`src/rtl/hb_pkg.sv`:
```
package hb_pkg;
  localparam int unsigned NUM_LEGS = 2;

  typedef struct packed {
    logic hi;
    logic lo;
  } leg_pair_t;

  // which switch of a leg the pending hold blocks
  typedef enum logic {
    BLK_HI = 1'b0,
    BLK_LO = 1'b1
  } blk_side_e;
endpackage

```
`src/rtl/hb_decode.sv`:
```
module hb_decode
  import hb_pkg::*;
(
  input  logic                       in1_i,
  input  logic                       in2_i,
  input  logic                       en_i,
  output leg_pair_t [NUM_LEGS-1:0]   req_o
);
  // leg 0 = terminal 1 (steered by in2), leg 1 = terminal 2 (steered by in1)
  always_comb begin
    req_o[0].hi = ~in2_i;
    req_o[0].lo = in2_i & en_i;
    req_o[1].hi = ~in1_i;
    req_o[1].lo = in1_i & en_i;
  end
endmodule

```
`src/rtl/hb_supervisor.sv`:
```
module hb_supervisor (
  input  logic clk_i,
  input  logic rst_ni,
  input  logic vdd_rise_i,
  input  logic vdd_fall_i,
  input  logic vcc_uv_i,
  input  logic flt_short_i,
  input  logic flt_ocp_i,
  input  logic flt_ot_i,
  output logic kill_o,
  output logic fault_o
);
  logic ok_q, ok_d;
  logic flt_q, flt_d;
  logic any_flt;

  always_comb begin
    any_flt = flt_short_i | flt_ocp_i | flt_ot_i;
    ok_d    = ok_q ? vdd_fall_i : vdd_rise_i;
    // logic supply loss acts as the power-on reset of the latch
    flt_d   = ok_d & (flt_q | any_flt);
    kill_o  = ~ok_d | flt_d | vcc_uv_i;
  end

  always_ff @(posedge clk_i or negedge rst_ni) begin
    if (!rst_ni) begin
      ok_q  <= 1'b0;
      flt_q <= 1'b0;
    end else begin
      ok_q  <= ok_d;
      flt_q <= flt_d;
    end
  end

  assign fault_o = flt_q;
endmodule

```
`src/rtl/hb_leg.sv`:
```
module hb_leg
  import hb_pkg::*;
#(
  parameter int unsigned DEAD_CYC = 4
) (
  input  logic      clk_i,
  input  logic      rst_ni,
  input  leg_pair_t req_i,
  input  logic      kill_i,
  output leg_pair_t gate_o
);
  localparam int unsigned CW = $clog2(DEAD_CYC + 2);

  leg_pair_t    g_q;
  logic [CW-1:0] cnt_q;
  blk_side_e    side_q;
  logic         busy, hi_d, lo_d, hi_off, lo_off;

  always_comb begin
    busy   = (cnt_q != '0);
    hi_d   = ~kill_i & req_i.hi & (g_q.hi | (~g_q.lo & ~(busy & (side_q == BLK_HI))));
    lo_d   = ~kill_i & req_i.lo & (g_q.lo | (~g_q.hi & ~(busy & (side_q == BLK_LO))));
    hi_off = g_q.hi & ~hi_d;
    lo_off = g_q.lo & ~lo_d;
  end

  always_ff @(posedge clk_i or negedge rst_ni) begin
    if (!rst_ni) begin
      g_q    <= '0;
      cnt_q  <= '0;
      side_q <= BLK_HI;
    end else begin
      g_q.hi <= hi_d;
      g_q.lo <= lo_d;
      if (lo_off) begin
        cnt_q  <= CW'(DEAD_CYC);
        side_q <= BLK_HI;
      end else if (hi_off) begin
        cnt_q  <= CW'(DEAD_CYC);
        side_q <= BLK_LO;
      end else if (busy) begin
        cnt_q  <= cnt_q - CW'(1);
      end
    end
  end

  assign gate_o = g_q;
endmodule

```
`src/rtl/hbridge_gate_ctrl.sv`:
```
module hbridge_gate_ctrl
  import hb_pkg::*;
#(
  parameter int unsigned DEAD_CYC = 4
) (
  input  logic clk_i,
  input  logic rst_ni,
  input  logic in1_i,
  input  logic in2_i,
  input  logic en_i,
  input  logic vdd_rise_i,
  input  logic vdd_fall_i,
  input  logic vcc_uv_i,
  input  logic flt_short_i,
  input  logic flt_ocp_i,
  input  logic flt_ot_i,
  output logic hs1_o,
  output logic ls1_o,
  output logic hs2_o,
  output logic ls2_o,
  output logic fault_no
);
  leg_pair_t [NUM_LEGS-1:0] req;
  leg_pair_t [NUM_LEGS-1:0] gate;
  logic kill, fault;

  hb_decode u_dec (
    .in1_i (in1_i),
    .in2_i (in2_i),
    .en_i  (en_i),
    .req_o (req)
  );

  hb_supervisor u_sup (
    .clk_i       (clk_i),
    .rst_ni      (rst_ni),
    .vdd_rise_i  (vdd_rise_i),
    .vdd_fall_i  (vdd_fall_i),
    .vcc_uv_i    (vcc_uv_i),
    .flt_short_i (flt_short_i),
    .flt_ocp_i   (flt_ocp_i),
    .flt_ot_i    (flt_ot_i),
    .kill_o      (kill),
    .fault_o     (fault)
  );

  for (genvar l = 0; l < NUM_LEGS; l++) begin : g_leg
    hb_leg #(.DEAD_CYC(DEAD_CYC)) u_leg (
      .clk_i  (clk_i),
      .rst_ni (rst_ni),
      .req_i  (req[l]),
      .kill_i (kill),
      .gate_o (gate[l])
    );
  end

  assign hs1_o    = gate[0].hi;
  assign ls1_o    = gate[0].lo;
  assign hs2_o    = gate[1].hi;
  assign ls2_o    = gate[1].lo;
  assign fault_no = ~fault;
endmodule

```
`config.mk`:
```
export PLATFORM = sky130hd
export DESIGN_NAME = hbridge_gate_ctrl
export DESIGN_NICKNAME = d
export VERILOG_FILES = /design/src/rtl/hb_pkg.sv /design/src/rtl/hb_decode.sv /design/src/rtl/hb_supervisor.sv /design/src/rtl/hb_leg.sv /design/src/rtl/hbridge_gate_ctrl.sv
export SDC_FILE = /design/constraint.sdc
export NUM_CORES = 1
export LEC_CHECK = 0
export BUFFER_PORTS_ARGS = -buffer_cell sky130_fd_sc_hd__buf_4
export CAP_MARGIN = 20
export CORE_MARGIN = 10
export CORE_UTILIZATION = 46
export CTS_CLUSTER_SIZE = 10
export DETAILED_ROUTE_END_ITERATION = 10
export PLACE_DENSITY = 0.72
export RECOVER_POWER = 100
export SLEW_MARGIN = 10
export SYNTH_ARGS = -nofsm -noshare
export SYNTH_HDL_FRONTEND = slang
export SYNTH_HIERARCHICAL = 1
export SYNTH_SLANG_ARGS = --single-unit
```
`constraint.sdc`:
```
create_clock -name clk_i -period 1.67 [get_ports clk_i]
set_input_delay 0.167 -clock clk_i [delete_from_list [all_inputs] [get_ports clk_i]]
set_output_delay 0.167 -clock clk_i [all_outputs]
set_load 0.02 [all_outputs]
```
==> metrics.cfg <==
[status]
status=finished clean

[layout]
final_util=0.593
layout_commonest_cell=inv_1
final_nets=114
final_cell_mix=16 x inv_1, 14 x dfrtp_1, 11 x nor2_1
layout-drive-gt1-share=0.206
area_growth_pct=21.8
num_antenna_cells=0
fin_cells=113

[route]
drt-total-wl_mm=1.38
num_vias=555
dr.pass1.iters=5
drtIter0Drc=10
viasPerCell=4.91
routedWlPerCell_um=12.2
post-route-drc-count=0
antenna_left=0

[synth]
yosys.area_share.simple=0.154
avgSynthCellArea_sq_um=9.65
synth.mux.area_fraction=0.0410
synth_cell_type_count=17
synth_top_family_by_area=compound AO/OA/AOI/OAI gates
synth-xor-area-share=0.0239
syn_inst=76
synth_seq_cells=14
synth_compound_area_frac=0.154
synthesis.area_sq_um=733
mappedNetlistNets=91
yosysSeqAreaShare=0.478
ys_warn_count=6
synth_fa_ha_area_frac=0.0683

[floorplanning]
fp.coreArea_sq_um=1510
die_h_um=59.9
start_util=0.487
die_w_um=59.9
die_area_sq_um=3590
ios=16
rows=14

[timing]
post-route-period-util=0.922
fmax_mhz=649
maxSlewViolCount=0
final.setup_skew_ps=0.942
final.min_clock_period_ps=1540
max-slew-margin-rel=0.512
setup_viol=0
tightest_slew_ps=732
finalHoldViolCount=0
fin_tns_setup_ps=0
rsz0062_at_grt=false

[placed_design]
hpwl_mm=1.15
place.gp.congestion=0.715
dp_cells=108
io_buffers=15

[global_routing]
grt_usage=0.0807
grt_overflow=0
grt_pass1_vias=566
grt_pass1_wl_mm=2.31
antenna_found_initial=0
grt_max_degree=15

[power]
p_switching_w=0.000382
combPwrFrac=0.403
p_leak_nw=0.453
power.density_nw_per_um2=1250
p_int_w=0.000730
pwr-share-clk=0.164
seqPwrFrac=0.433
fin_total_pwr_w=0.00111
switching_share=0.344
ir_drop_v=0.000462

[job]
maxCapViolCount=0

[clock_tree]
cts_made_buffers=3
h-tree-depth=1
cts_tree=built
root_buffer=clkbuf_4
clkSlewWorstSetupHoldPaths_ps=80
cts_max_path_buffers=2
clk-insertion-delay-late_ps=270
clkSinkCount=14

[critical_path]
worstPathMaxFanout=6
required_ps=1830
worstSetupStartpointType=flip-flop
crit_type=flip-flop to flip-flop
worst_setup_path_end_kind=flip-flop
cp.arrival_ps=1700

[worst_hold_path]
hold_path.class=input port to flip-flop

==> cells by family after synthesis <==
kind of cell | Yosys count
AOI/OAI and AO/OA | 16
xor gates and xnor gates | 2
adders and majority gates | 4
buffers and inverters | 16
DFF | 14
muxes | 3
and+or+nand+nor | 21
==> Yosys cell counts <==
cell	number	area, sq um
inv_1	16	60.1
dfrtp_1	14	350
nor2_1	11	41.3
a21oi_1	8	40.0
ha_1	4	50.1
mux2i_1	3	30.0
and2_1	2	12.5
nand2b_1	2	12.5
nor2b_1	2	12.5
o21a_1	2	15.0
o21ai_0	2	10.0
o21ai_2	2	17.5
o221ai_2	2	30.0
or2_1	2	12.5
xor2_1	2	17.5
nor4_2	1	12.5
or3b_1	1	8.76
==> metal layers <==
metal  GRT usage  up-vias  share of wire
met4      0.0385        0         0.0087
met1       0.105      250           0.49
met2       0.107       14           0.41
met3      0.0381        2          0.096
li1            -      289              -
met5           0        -              0
==> final timing paths <==
path / startpoint / end / slack, ps / cells after the start
worst max-delay path: u_sup/fault_o / g_leg[0].u_leg/cnt_q[2] / 130 / 5
worst min-delay path: flt_ot_i / u_sup/fault_o / 120 / 3
worst max register to register: u_sup/fault_o / g_leg[0].u_leg/cnt_q[2] / 130 / 5
worst min register to register: u_sup/fault_o / u_sup/fault_o / 520 / 2
max in group asynchronous: rst_ni / g_leg[0].u_leg/gate_o[0] / 750 / 2
min in group asynchronous: rst_ni / g_leg[1].u_leg/gate_o[1] / 470 / 2
==> stage by stage <==
step / area (sq um) / hold slack (ps) / setup slack, ps
after global placement: 873 / 23.9 / 20.5
after detailed placement: 873 / 23.9 / -23.3
after floorplan: 733 / -129 / 65.8
final: 893 / 118 / 130
after CTS: 908 / 112 / 4.36
after global routing: 893 / 149 / 5.74
==> critical path, stage by stage (launching register included) <==
cell and delay [ps]:
dfrtp_1 400, nor4_2 160, or3b_4 450, o21ai_2 80
o221ai_2 110, or2_1 230
==> power groups by stage <==
| stage | Combinational [W] | Clock (W) | Sequential [W] |
|---|---|---|---|
| 2_1_floorplan | 0.000341 | 0 | 0.000481 |
| 3_3_place_gp | 0.000436 | 0 | 0.000486 |
| 3_5_place_dp | 0.000457 | 0 | 0.000490 |
| 4_1_cts | 0.000462 | 0.000184 | 0.000483 |
| 5_1_grt | 0.000536 | 0.000196 | 0.000496 |
| 6_report | 0.000449 | 0.000182 | 0.000482 |
==> cell type report <==
class	instances	area [sq um]
repair buffers	18	115
fillers	141	613
multi-input cells	46	325
flip-flops and latches	14	350
clock buffers	3	22.5
well taps	16	20.0
inverters	16	60.1
==> sequential cells by signal, summed over array words and instances, names as in the netlist <==
register / count
u_sup/ok_q: 1
g_leg.u_leg/cnt_q: 6
g_leg.u_leg/gate_o: 4
u_sup/fault_o: 1
g_leg.u_leg/side_q: 2
==> timing repair <==
action	4_1_cts	5_1_grt
hold buffers	1	0
endpoints found under the hold margin	14	0
endpoints found under the setup margin	2	4
setup buffers	0	1
pin swaps	0	2
resized for setup	1	0
(Power assumes the default switching activity.)
